## src/rtl/adb_pkg.sv

```systemverilog
package adb_pkg;

    typedef enum logic [1:0] {
        PH_IDLE,
        PH_GET,
        PH_PUT
    } phase_e;

    localparam int          OFF_W       = 5;
    localparam logic [4:0]  OFF_TX_BASE = 5'h00;
    localparam logic [4:0]  OFF_RX_BASE = 5'h04;
    localparam logic [4:0]  OFF_TX_CNT  = 5'h08;
    localparam logic [4:0]  OFF_RX_CNT  = 5'h0C;
    localparam logic [4:0]  OFF_CTL     = 5'h10;
    localparam logic [4:0]  OFF_TX_LIVE = 5'h14;
    localparam logic [4:0]  OFF_RX_LIVE = 5'h18;
    localparam logic [4:0]  OFF_STAT    = 5'h1C;

    localparam int B_TX_EN   = 0;
    localparam int B_TX_STOP = 1;
    localparam int B_TX_AUTO = 2;
    localparam int B_TX_ALN  = 8;
    localparam int B_RX_EN   = 16;
    localparam int B_RX_STOP = 17;
    localparam int B_RX_AUTO = 18;
    localparam int B_RX_ALN  = 24;

endpackage

```

## src/rtl/adb_engine.sv

```systemverilog
// One transfer direction: obtain a word (GET), deliver it (PUT), count bytes.
module adb_engine
    import adb_pkg::*;
#(
    parameter int AW        = 32,
    parameter int DW        = 32,
    parameter int CW        = 26,
    parameter int MIN_BYTES = 8
) (
    input  logic          clk,
    input  logic          rst_n,
    input  logic          start_i,
    input  logic          stop_i,
    input  logic          reload_i,
    input  logic [AW-1:0] base_i,
    input  logic [CW-1:0] count_i,
    input  logic          in_fire_i,
    input  logic [DW-1:0] in_data_i,
    input  logic          out_fire_i,
    output logic          want_in_o,
    output logic          want_out_o,
    output logic [AW-1:0] addr_o,
    output logic [DW-1:0] data_o,
    output logic [CW-1:0] live_o,
    output logic          busy_o,
    output logic          half_o,
    output logic          full_o
);

    localparam logic [CW-1:0] STEP  = CW'(DW / 8);
    localparam logic [AW-1:0] ASTEP = AW'(DW / 8);
    localparam logic [CW-1:0] MINC  = CW'(MIN_BYTES);

    typedef struct packed {
        phase_e        ph;
        logic [AW-1:0] addr;
        logic [CW-1:0] rem;
        logic [CW-1:0] tot;
        logic [DW-1:0] word;
    } eng_t;

    eng_t          st_d, st_q;
    logic          load_ok;
    logic [CW-1:0] half_thr;
    logic [CW-1:0] rem_nx;

    always_comb begin
        load_ok  = (count_i >= MINC);
        half_thr = st_q.tot - (st_q.tot >> 1);
        rem_nx   = st_q.rem - STEP;
        st_d     = st_q;
        half_o   = 1'b0;
        full_o   = 1'b0;

        unique case (st_q.ph)
            PH_IDLE: begin
                if (start_i && load_ok) begin
                    st_d.ph   = PH_GET;
                    st_d.addr = base_i;
                    st_d.rem  = count_i;
                    st_d.tot  = count_i;
                end
            end
            PH_GET: begin
                if (in_fire_i) begin
                    st_d.word = in_data_i;
                    st_d.ph   = PH_PUT;
                end
            end
            PH_PUT: begin
                if (out_fire_i) begin
                    st_d.rem  = rem_nx;
                    st_d.addr = st_q.addr + ASTEP;
                    st_d.ph   = PH_GET;
                    half_o    = (st_q.rem > half_thr) && (rem_nx <= half_thr);
                    if (rem_nx == '0) begin
                        full_o = 1'b1;
                        if (reload_i && load_ok) begin
                            st_d.addr = base_i;
                            st_d.rem  = count_i;
                            st_d.tot  = count_i;
                        end else begin
                            st_d.ph  = PH_IDLE;
                            st_d.rem = '0;
                        end
                    end
                end
            end
            default: st_d.ph = PH_IDLE;
        endcase

        if (stop_i) begin
            st_d.ph  = PH_IDLE;
            st_d.rem = '0;
        end
    end

    always_ff @(posedge clk) begin
        if (!rst_n) begin
            st_q <= '{ph: PH_IDLE, default: '0};
        end else begin
            st_q <= st_d;
        end
    end

    assign want_in_o  = (st_q.ph == PH_GET);
    assign want_out_o = (st_q.ph == PH_PUT);
    assign addr_o     = st_q.addr;
    assign data_o     = st_q.word;
    assign live_o     = st_q.rem;
    assign busy_o     = (st_q.ph != PH_IDLE);

endmodule

```

## src/rtl/adb_arb.sv

```systemverilog
// Shares the memory port; a pending record write wins over a playback read.
module adb_arb #(
    parameter int AW = 32,
    parameter int DW = 32
) (
    input  logic          tx_req_i,
    input  logic [AW-1:0] tx_addr_i,
    input  logic          rx_req_i,
    input  logic [AW-1:0] rx_addr_i,
    input  logic [DW-1:0] rx_data_i,
    input  logic          mem_gnt_i,
    output logic          mem_req_o,
    output logic          mem_we_o,
    output logic [AW-1:0] mem_addr_o,
    output logic [DW-1:0] mem_wdata_o,
    output logic          tx_gnt_o,
    output logic          rx_gnt_o
);

    always_comb begin
        mem_req_o   = tx_req_i || rx_req_i;
        mem_we_o    = rx_req_i;
        mem_addr_o  = rx_req_i ? rx_addr_i : tx_addr_i;
        mem_wdata_o = rx_data_i;
        rx_gnt_o    = rx_req_i && mem_gnt_i;
        tx_gnt_o    = tx_req_i && !rx_req_i && mem_gnt_i;
    end

endmodule

```

## src/rtl/adb_bridge.sv

```systemverilog
module adb_bridge
    import adb_pkg::*;
#(
    parameter int AW        = 32,
    parameter int DW        = 32,
    parameter int CW        = 26,
    parameter int MIN_BYTES = 8
) (
    input  logic             clk,
    input  logic             rst_n,
    input  logic             reg_wr,
    input  logic [OFF_W-1:0] reg_addr,
    input  logic [31:0]      reg_wdata,
    output logic [31:0]      reg_rdata,
    output logic             irq,
    output logic             mem_req,
    output logic             mem_we,
    output logic [AW-1:0]    mem_addr,
    output logic [DW-1:0]    mem_wdata,
    input  logic             mem_gnt,
    input  logic [DW-1:0]    mem_rdata,
    output logic             tx_valid,
    output logic [DW-1:0]    tx_data,
    input  logic             tx_ready,
    input  logic             rx_valid,
    input  logic [DW-1:0]    rx_data,
    output logic             rx_ready
);

    localparam int RW = 32;

    typedef struct packed {
        logic [AW-1:0] tx_base;
        logic [AW-1:0] rx_base;
        logic [CW-1:0] tx_cnt;
        logic [CW-1:0] rx_cnt;
        logic          tx_auto;
        logic          rx_auto;
        logic [1:0]    tx_aln;
        logic [1:0]    rx_aln;
        logic [3:0]    stat;
    } cfg_t;

    cfg_t cfg_d, cfg_q;

    logic          wr_ctl;
    logic          tx_start, tx_stop, rx_start, rx_stop;
    logic          tx_req, rx_req, tx_gnt, rx_gnt;
    logic [AW-1:0] tx_addr, rx_addr;
    logic [DW-1:0] rx_word;
    logic [CW-1:0] tx_live, rx_live;
    logic          tx_busy, rx_busy;
    logic          tx_half, tx_full, rx_half, rx_full;

    // control decode: a stop in the same write overrides a start
    always_comb begin
        wr_ctl   = reg_wr && (reg_addr == OFF_CTL);
        tx_stop  = wr_ctl && reg_wdata[B_TX_STOP];
        rx_stop  = wr_ctl && reg_wdata[B_RX_STOP];
        tx_start = wr_ctl && reg_wdata[B_TX_EN] && !reg_wdata[B_TX_STOP];
        rx_start = wr_ctl && reg_wdata[B_RX_EN] && !reg_wdata[B_RX_STOP];
    end

    always_comb begin
        cfg_d = cfg_q;
        if (reg_wr) begin
            unique case (reg_addr)
                OFF_TX_BASE: cfg_d.tx_base = {reg_wdata[AW-1:2], 2'b00};
                OFF_RX_BASE: cfg_d.rx_base = {reg_wdata[AW-1:2], 2'b00};
                OFF_TX_CNT:  cfg_d.tx_cnt  = {reg_wdata[CW-1:2], 2'b00};
                OFF_RX_CNT:  cfg_d.rx_cnt  = {reg_wdata[CW-1:2], 2'b00};
                OFF_CTL: begin
                    cfg_d.tx_auto = reg_wdata[B_TX_AUTO];
                    cfg_d.rx_auto = reg_wdata[B_RX_AUTO];
                    cfg_d.tx_aln  = reg_wdata[B_TX_ALN +: 2];
                    cfg_d.rx_aln  = reg_wdata[B_RX_ALN +: 2];
                end
                OFF_STAT:    cfg_d.stat = cfg_q.stat & ~reg_wdata[3:0];
                default: ;
            endcase
        end
        // a new event wins over a clear in the same cycle
        cfg_d.stat = cfg_d.stat | {rx_full, rx_half, tx_full, tx_half};
    end

    always_ff @(posedge clk) begin
        if (!rst_n) begin
            cfg_q <= '0;
        end else begin
            cfg_q <= cfg_d;
        end
    end

    always_comb begin
        unique case (reg_addr)
            OFF_TX_BASE: reg_rdata = RW'(cfg_q.tx_base);
            OFF_RX_BASE: reg_rdata = RW'(cfg_q.rx_base);
            OFF_TX_CNT:  reg_rdata = RW'(cfg_q.tx_cnt);
            OFF_RX_CNT:  reg_rdata = RW'(cfg_q.rx_cnt);
            OFF_CTL: begin
                reg_rdata = '0;
                reg_rdata[B_TX_EN]       = tx_busy;
                reg_rdata[B_TX_AUTO]     = cfg_q.tx_auto;
                reg_rdata[B_TX_ALN +: 2] = cfg_q.tx_aln;
                reg_rdata[B_RX_EN]       = rx_busy;
                reg_rdata[B_RX_AUTO]     = cfg_q.rx_auto;
                reg_rdata[B_RX_ALN +: 2] = cfg_q.rx_aln;
            end
            OFF_TX_LIVE: reg_rdata = RW'(tx_live);
            OFF_RX_LIVE: reg_rdata = RW'(rx_live);
            OFF_STAT:    reg_rdata = RW'(cfg_q.stat);
            default:     reg_rdata = '0;
        endcase
    end

    assign irq = |cfg_q.stat;

    // playback: GET from memory, PUT to the outgoing stream
    adb_engine #(.AW(AW), .DW(DW), .CW(CW), .MIN_BYTES(MIN_BYTES)) u_tx (
        .clk        (clk),
        .rst_n      (rst_n),
        .start_i    (tx_start),
        .stop_i     (tx_stop),
        .reload_i   (cfg_q.tx_auto),
        .base_i     (cfg_q.tx_base),
        .count_i    (cfg_q.tx_cnt),
        .in_fire_i  (tx_gnt),
        .in_data_i  (mem_rdata),
        .out_fire_i (tx_valid && tx_ready),
        .want_in_o  (tx_req),
        .want_out_o (tx_valid),
        .addr_o     (tx_addr),
        .data_o     (tx_data),
        .live_o     (tx_live),
        .busy_o     (tx_busy),
        .half_o     (tx_half),
        .full_o     (tx_full)
    );

    // record: GET from the incoming stream, PUT to memory
    adb_engine #(.AW(AW), .DW(DW), .CW(CW), .MIN_BYTES(MIN_BYTES)) u_rx (
        .clk        (clk),
        .rst_n      (rst_n),
        .start_i    (rx_start),
        .stop_i     (rx_stop),
        .reload_i   (cfg_q.rx_auto),
        .base_i     (cfg_q.rx_base),
        .count_i    (cfg_q.rx_cnt),
        .in_fire_i  (rx_valid && rx_ready),
        .in_data_i  (rx_data),
        .out_fire_i (rx_gnt),
        .want_in_o  (rx_ready),
        .want_out_o (rx_req),
        .addr_o     (rx_addr),
        .data_o     (rx_word),
        .live_o     (rx_live),
        .busy_o     (rx_busy),
        .half_o     (rx_half),
        .full_o     (rx_full)
    );

    adb_arb #(.AW(AW), .DW(DW)) u_arb (
        .tx_req_i    (tx_req),
        .tx_addr_i   (tx_addr),
        .rx_req_i    (rx_req),
        .rx_addr_i   (rx_addr),
        .rx_data_i   (rx_word),
        .mem_gnt_i   (mem_gnt),
        .mem_req_o   (mem_req),
        .mem_we_o    (mem_we),
        .mem_addr_o  (mem_addr),
        .mem_wdata_o (mem_wdata),
        .tx_gnt_o    (tx_gnt),
        .rx_gnt_o    (rx_gnt)
    );

endmodule

```

## config.mk

```make
export PLATFORM = sky130hd
export DESIGN_NAME = adb_bridge
export DESIGN_NICKNAME = d
export VERILOG_FILES = /design/src/rtl/adb_pkg.sv /design/src/rtl/adb_engine.sv /design/src/rtl/adb_arb.sv /design/src/rtl/adb_bridge.sv
export SDC_FILE = /design/constraint.sdc
export NUM_CORES = 1
export LEC_CHECK = 0
export BUFFER_PORTS_ARGS = -buffer_cell sky130_fd_sc_hd__clkbuf_2
export CAP_MARGIN = 20
export CORE_MARGIN = 2
export CORE_UTILIZATION = 46
export CTS_BUF_LIST = sky130_fd_sc_hd__clkbuf_8
export CTS_CLUSTER_DIAMETER = 200
export DETAILED_ROUTE_END_ITERATION = 10
export SLEW_MARGIN = 20
export SYNTH_ARGS = -nofsm -noshare
export SYNTH_HDL_FRONTEND = slang
export SYNTH_HIERARCHICAL = 1
export SYNTH_SLANG_ARGS = --single-unit
```

## constraint.sdc

```tcl
create_clock -name clk -period 6.31 [get_ports clk]
set_input_delay 0.3155 -clock clk [delete_from_list [all_inputs] [get_ports clk]]
set_output_delay 0.3155 -clock clk [all_outputs]
set_load 0.01 [all_outputs]
```

==> report_table.html <==
<table>
<tr><th>Metric</th><th>Value</th></tr>
<tr><th colspan="2">Outcome</th></tr>
<tr><td>Result of the run</td><td>finished, final reports clean</td></tr>
<tr><th colspan="2">Clock tree</th></tr>
<tr><td>Clock Tree Root</td><td>sky130_fd_sc_hd__clkbuf_8</td></tr>
<tr><td>Clock insertion delay at the later pin of the skew report</td><td>670 ps</td></tr>
<tr><td>Total clock buffers created by CTS</td><td>69</td></tr>
<tr><td>Clock sink count</td><td>354</td></tr>
<tr><td>Max Root-Sink Buffers</td><td>3</td></tr>
<tr><td>Clock slew seen by the registers of the worst setup and hold paths</td><td>60 ps</td></tr>
<tr><td>Number of levels the H-tree was split into</td><td>3</td></tr>
<tr><td>Clock tree from TritonCTS</td><td>yes</td></tr>
<tr><th colspan="2">Routing</th></tr>
<tr><td>Post-route DRC violation count</td><td>0</td></tr>
<tr><td>Number of iterations in the first detailed-routing pass</td><td>5</td></tr>
<tr><td>Routed via count</td><td>23610</td></tr>
<tr><td>Initial detailed-routing violation count</td><td>2572</td></tr>
<tr><td>Average vias per placed instance</td><td>5.975</td></tr>
<tr><td>Routed wire length</td><td>86460 µm</td></tr>
<tr><td>Number of routed nets with antenna violations</td><td>0</td></tr>
<tr><td>Average wire length per cell after detail routing</td><td>21.88 µm</td></tr>
<tr><th colspan="2">Synthesis</th></tr>
<tr><td>Count of cell types in the netlist</td><td>92</td></tr>
<tr><td>Post-Synth Simple-Gate Area</td><td>22.08%</td></tr>
<tr><td>Flip-flop and latch count after synthesis</td><td>354</td></tr>
<tr><td>XOR/XNOR share of the synthesized area</td><td>2.672%</td></tr>
<tr><td>Adder and majority cell fraction of the synthesized area</td><td>7.835%</td></tr>
<tr><td>Synth Instances</td><td>3158</td></tr>
<tr><td>Multiplexer area fraction after synthesis</td><td>5.073%</td></tr>
<tr><td>Dominant combinational cell family by area after synthesis</td><td>compound AO/OA/AOI/OAI gates</td></tr>
<tr><td>Fraction of registers with async set/reset</td><td>0%</td></tr>
<tr><td>Yosys Warn Count</td><td>6</td></tr>
<tr><td>Sequential element share of the synthesized area</td><td>28.45%</td></tr>
<tr><td>Post-Synthesis Mean Instance Area</td><td>7.888 µm²</td></tr>
<tr><td>Netlist area before placement</td><td>24910 µm²</td></tr>
<tr><td>Count of flip-flops with a built-in enable after synthesis</td><td>0</td></tr>
<tr><td>Compound-Gate Fraction of Synth Area</td><td>22.34%</td></tr>
<tr><td>Main synth FF type</td><td>sky130_fd_sc_hd__dfxtp_1</td></tr>
<tr><th colspan="2">Placed design</th></tr>
<tr><td>Detailed placement HPWL</td><td>63650 µm</td></tr>
<tr><td>Routability congestion estimate from global placement</td><td>0.9453</td></tr>
<tr><td>Port buffer count</td><td>239</td></tr>
<tr><th colspan="2">STA</th></tr>
<tr><td>Max-slew violation count</td><td>0</td></tr>
<tr><td>Post-layout min period</td><td>5294 ps</td></tr>
<tr><td>Aggregate negative setup slack</td><td>0 ps</td></tr>
<tr><td>Unrepaired setup endpoints after global routing</td><td>false</td></tr>
<tr><td>Tightest Pin Transition</td><td>1167 ps</td></tr>
<tr><td>Part of the cycle the worst path needs</td><td>83.90%</td></tr>
<tr><td>Fmax achieved</td><td>188.9 MHz</td></tr>
<tr><td>Final hold violation count</td><td>0</td></tr>
<tr><td>Worst Skew</td><td>44.78 ps</td></tr>
<tr><td>Relative slew slack</td><td>22.23%</td></tr>
<tr><td># setup viols final</td><td>0</td></tr>
<tr><th colspan="2">Floorplan</th></tr>
<tr><td>Area enclosed by the die boundary</td><td>56030 µm²</td></tr>
<tr><td>Count of boundary I/O pins</td><td>240</td></tr>
<tr><td>Starting utilization of the core area</td><td>46.38%</td></tr>
<tr><td>Die boundary width</td><td>236.7 µm</td></tr>
<tr><td>Chip Height</td><td>236.7 µm</td></tr>
<tr><td>Area of the core</td><td>53710 µm²</td></tr>
<tr><td>Num rows</td><td>85</td></tr>
<tr><th colspan="2">Finish</th></tr>
<tr><td>Fraction of final layout cells sized beyond drive strength 1</td><td>14.44%</td></tr>
<tr><td>Number of nets in the final layout</td><td>3465</td></tr>
<tr><td>Top library cells by usage in the layout, fill and taps aside</td><td>sky130_fd_sc_hd__nand2_1 (576), sky130_fd_sc_hd__dfxtp_1 (354), sky130_fd_sc_hd__clkbuf_2 (238)</td></tr>
<tr><td>Commonest non-fill, non-tap cell in the layout</td><td>sky130_fd_sc_hd__nand2_1</td></tr>
<tr><td>Share of the core filled with cells</td><td>50.46%</td></tr>
<tr><td>Layout area overhead</td><td>8.780%</td></tr>
<tr><td>Number of inserted filler cells in the final layout</td><td>5249</td></tr>
<tr><th colspan="2">Global route</th></tr>
<tr><td>Met3 layer usage reported by global route</td><td>5.479%</td></tr>
<tr><td>Initial antenna violation count</td><td>3</td></tr>
<tr><td>GRT busiest layer</td><td>met2</td></tr>
<tr><td>Met2 Usage GRT</td><td>46.63%</td></tr>
<tr><td>Total global routing track utilization</td><td>29.79%</td></tr>
<tr><td>Pin count of the biggest net entering global routing</td><td>92</td></tr>
<tr><td>Number of global-route vias before repair</td><td>21750</td></tr>
<tr><td>Global-route met1 utilization</td><td>40.70%</td></tr>
<tr><td>Aggregate global routing overflow</td><td>0</td></tr>
<tr><td>First-pass GRT wire length</td><td>129900 µm</td></tr>
<tr><th colspan="2">Setup path</th></tr>
<tr><td>Critical path startpoint category</td><td>flop</td></tr>
<tr><td>Critical path start-end classification</td><td>reg2reg</td></tr>
<tr><td>Worst reg2reg setup slack</td><td>1020 ps</td></tr>
<tr><td>Capturing point of the worst reg2reg path</td><td>cfg_q[2]$_SDFF_PN0_</td></tr>
<tr><td>Critical Path Start</td><td>u_rx/st_q[34]$_SDFFE_PN0P_</td></tr>
<tr><td>Data arrival time of the worst path</td><td>5830 ps</td></tr>
<tr><td>Capturing element type of the critical path</td><td>flop</td></tr>
<tr><td>Worst Path Max Fanout</td><td>5</td></tr>
<tr><td>Worst reg2reg path startpoint</td><td>u_rx/st_q[34]$_SDFFE_PN0P_</td></tr>
<tr><td>Required time of the critical path</td><td>6850 ps</td></tr>
<tr><td>Capture point of the critical path</td><td>cfg_q[2]$_SDFF_PN0_</td></tr>
<tr><td>FF-to-FF path depth</td><td>22</td></tr>
<tr><th colspan="2">Pwr</th></tr>
<tr><td>Maximum vdd ir drop</td><td>0.1400 mV</td></tr>
<tr><td>Leakage power of the design</td><td>10.38 nW</td></tr>
<tr><td>Pwr/cell area</td><td>179.8 nW/µm²</td></tr>
<tr><th colspan="2">Hold path</th></tr>
<tr><td>Startpoint of the tightest hold check path</td><td>reg_wdata[20]</td></tr>
<tr><td>Hold crit path type</td><td>in2reg</td></tr>
<tr><th colspan="2">Run</th></tr>
<tr><td>Count of max-cap constraint violations</td><td>0</td></tr>
</table>
-- cells in the mapped netlist (27+ instances only) --
| library cell | instances | area (µm²) |
|---|---|---|
| sky130_fd_sc_hd__nand2_1 | 577 | 2166 |
| sky130_fd_sc_hd__a31oi_1 | 31 | 193.9 |
| sky130_fd_sc_hd__nor2b_1 | 33 | 206.5 |
| sky130_fd_sc_hd__xor2_1 | 33 | 289.0 |
| sky130_fd_sc_hd__dfxtp_1 | 354 | 7087 |
| sky130_fd_sc_hd__clkbuf_1 | 109 | 409.1 |
| sky130_fd_sc_hd__xnor2_1 | 43 | 376.6 |
| sky130_fd_sc_hd__a21boi_1 | 70 | 525.5 |
| sky130_fd_sc_hd__nor4_1 | 35 | 219.0 |
| sky130_fd_sc_hd__a21boi_0 | 117 | 878.3 |
| sky130_fd_sc_hd__and2_1 | 32 | 200.2 |
| sky130_fd_sc_hd__mux2i_1 | 34 | 340.3 |
| sky130_fd_sc_hd__a22oi_1 | 28 | 210.2 |
| sky130_fd_sc_hd__ha_1 | 152 | 1902 |
| sky130_fd_sc_hd__nand4_1 | 39 | 244.0 |
| sky130_fd_sc_hd__mux2_4 | 27 | 405.4 |
| sky130_fd_sc_hd__nand2b_1 | 30 | 187.7 |
| sky130_fd_sc_hd__o21ai_0 | 141 | 705.7 |
| sky130_fd_sc_hd__buf_4 | 232 | 1742 |
| sky130_fd_sc_hd__nor3_1 | 62 | 310.3 |
| sky130_fd_sc_hd__a21o_1 | 35 | 262.8 |
| sky130_fd_sc_hd__inv_1 | 102 | 382.9 |
| sky130_fd_sc_hd__buf_2 | 29 | 145.1 |
| sky130_fd_sc_hd__a21oi_1 | 190 | 950.9 |
| sky130_fd_sc_hd__nor2_1 | 121 | 454.2 |
| sky130_fd_sc_hd__nand3_1 | 98 | 490.5 |
| sky130_fd_sc_hd__a221oi_1 | 30 | 262.8 |
-- where the power goes --
part,internal [W],total (W),switching (W)
Combinational,0.000109,0.000250,0.000141
Clock,0.00130,0.00237,0.00107
Sequential,0.00224,0.00225,0.0000115
-- worst max-delay path: stages, from the launching register on --
cell,delay (ps)
sky130_fd_sc_hd__dfxtp_1,350
sky130_fd_sc_hd__inv_1,80
sky130_fd_sc_hd__ha_1,270
sky130_fd_sc_hd__nor2b_1,170
sky130_fd_sc_hd__o2111ai_1,180
sky130_fd_sc_hd__a211oi_1,400
sky130_fd_sc_hd__o22a_1,360
sky130_fd_sc_hd__a31oi_1,140
sky130_fd_sc_hd__nor3_1,440
sky130_fd_sc_hd__and2_1,190
sky130_fd_sc_hd__o21ai_0,80
sky130_fd_sc_hd__a221o_1,370
sky130_fd_sc_hd__ha_1,300
sky130_fd_sc_hd__and3_1,170
sky130_fd_sc_hd__nand3_1,140
sky130_fd_sc_hd__nor2_1,190
sky130_fd_sc_hd__nand4_1,140
sky130_fd_sc_hd__o41ai_1,400
sky130_fd_sc_hd__a21oi_1,110
sky130_fd_sc_hd__a211oi_1,250
sky130_fd_sc_hd__a2bb2oi_1,190
sky130_fd_sc_hd__a2111oi_0,80
sky130_fd_sc_hd__o21a_1,190
-- routing by layer --
layer	vias up	share of wire, %
met5	-	0.021
li1	11100	-
met2	1103	44
met3	168	8.8
met1	11240	44
met4	2	3.6
-- flip-flops by register name, summed over array words and instances, names as in the netlist --
name         count
cfg_q          118
u_rx/addr_o     32
u_rx/data_o     32
u_tx/addr_o     32
u_tx/data_o     32
u_rx/st_q       28
u_tx/st_q       28
u_rx/live_o     26
u_tx/live_o     26
-- through the flow --
| stage | power (W) | setup slack (ps) | hold WS [ps] | instances | instance area [µm²] |
|---|---|---|---|---|---|
| 5_1_grt | 0.005037 | 443.8 | 38.20 | 3952 | 27100 |
| 3_5_place_dp | 0.002500 | 1109 | 445.4 | 3741 | 24810 |
| 4_1_cts | 0.004908 | 1055 | 0.4894 | 3950 | 27090 |
| 6_report | 0.004873 | 1016 | 32.06 | 3952 | 27100 |
| 3_3_place_gp | 0.002498 | 1232 | 437.5 | 3739 | 24770 |
| 2_1_floorplan | 0.002403 | 1844 | 431.9 | 3167 | 24950 |
-- area by class of cell --
| type | count | area, µm² | area share (%) |
|---|---|---|---|
| Clock inverter | 29 | 126.4 | 0.4663 |
| Clock buffer | 92 | 1266 | 4.673 |
| Sequential cell | 354 | 7087 | 26.15 |
| Inverter | 102 | 382.9 | 1.413 |
| Antenna cell | 2 | 5.005 | 0.01847 |
| Timing Repair Buffer | 356 | 2328 | 8.593 |
| Multi-Input combinational cell | 2321 | 15030 | 55.47 |
| Tap cell | 696 | 870.8 | 3.214 |
-- logic make-up (layout without fill, tap and decap cells) --
kind of cell,after synthesis,after routing
other,1,12
buffers and inverters,492,579
XOR/XNOR,76,76
adder cells (fa/ha/maj),155,155
AO/OA/AOI/OAI,830,830
multiplexers,96,96
AND/OR/NAND/NOR,1154,1154
flip-flops,354,354
-- what timing repair did --
action	CTS	global route
hold buffers	88	0
resized for setup	0	0
buffers inserted	0	0
endpoints found under the hold margin	135	0
-- how the worst min path moves through the flow --
stage | endpoint | slack (ps) | depth (start not counted)
after CTS | cfg_q[69]$_SDFFE_PN0P_ | 0.5 | 3
after detailed placement | u_tx/data_o[27]$_SDFFE_PN0P_ | 450 | 2
after global placement | u_rx/addr_o[0]$_SDFFE_PN0P_ | 440 | 2
after floorplan | u_tx/st_q[32]$_SDFFE_PN0P_ | 430 | 2
after global routing | cfg_q[30]$_SDFFE_PN0P_ | 40 | 3
final | cfg_q[30]$_SDFFE_PN0P_ | 30 | 3
Power figures use the tool's default switching activity.
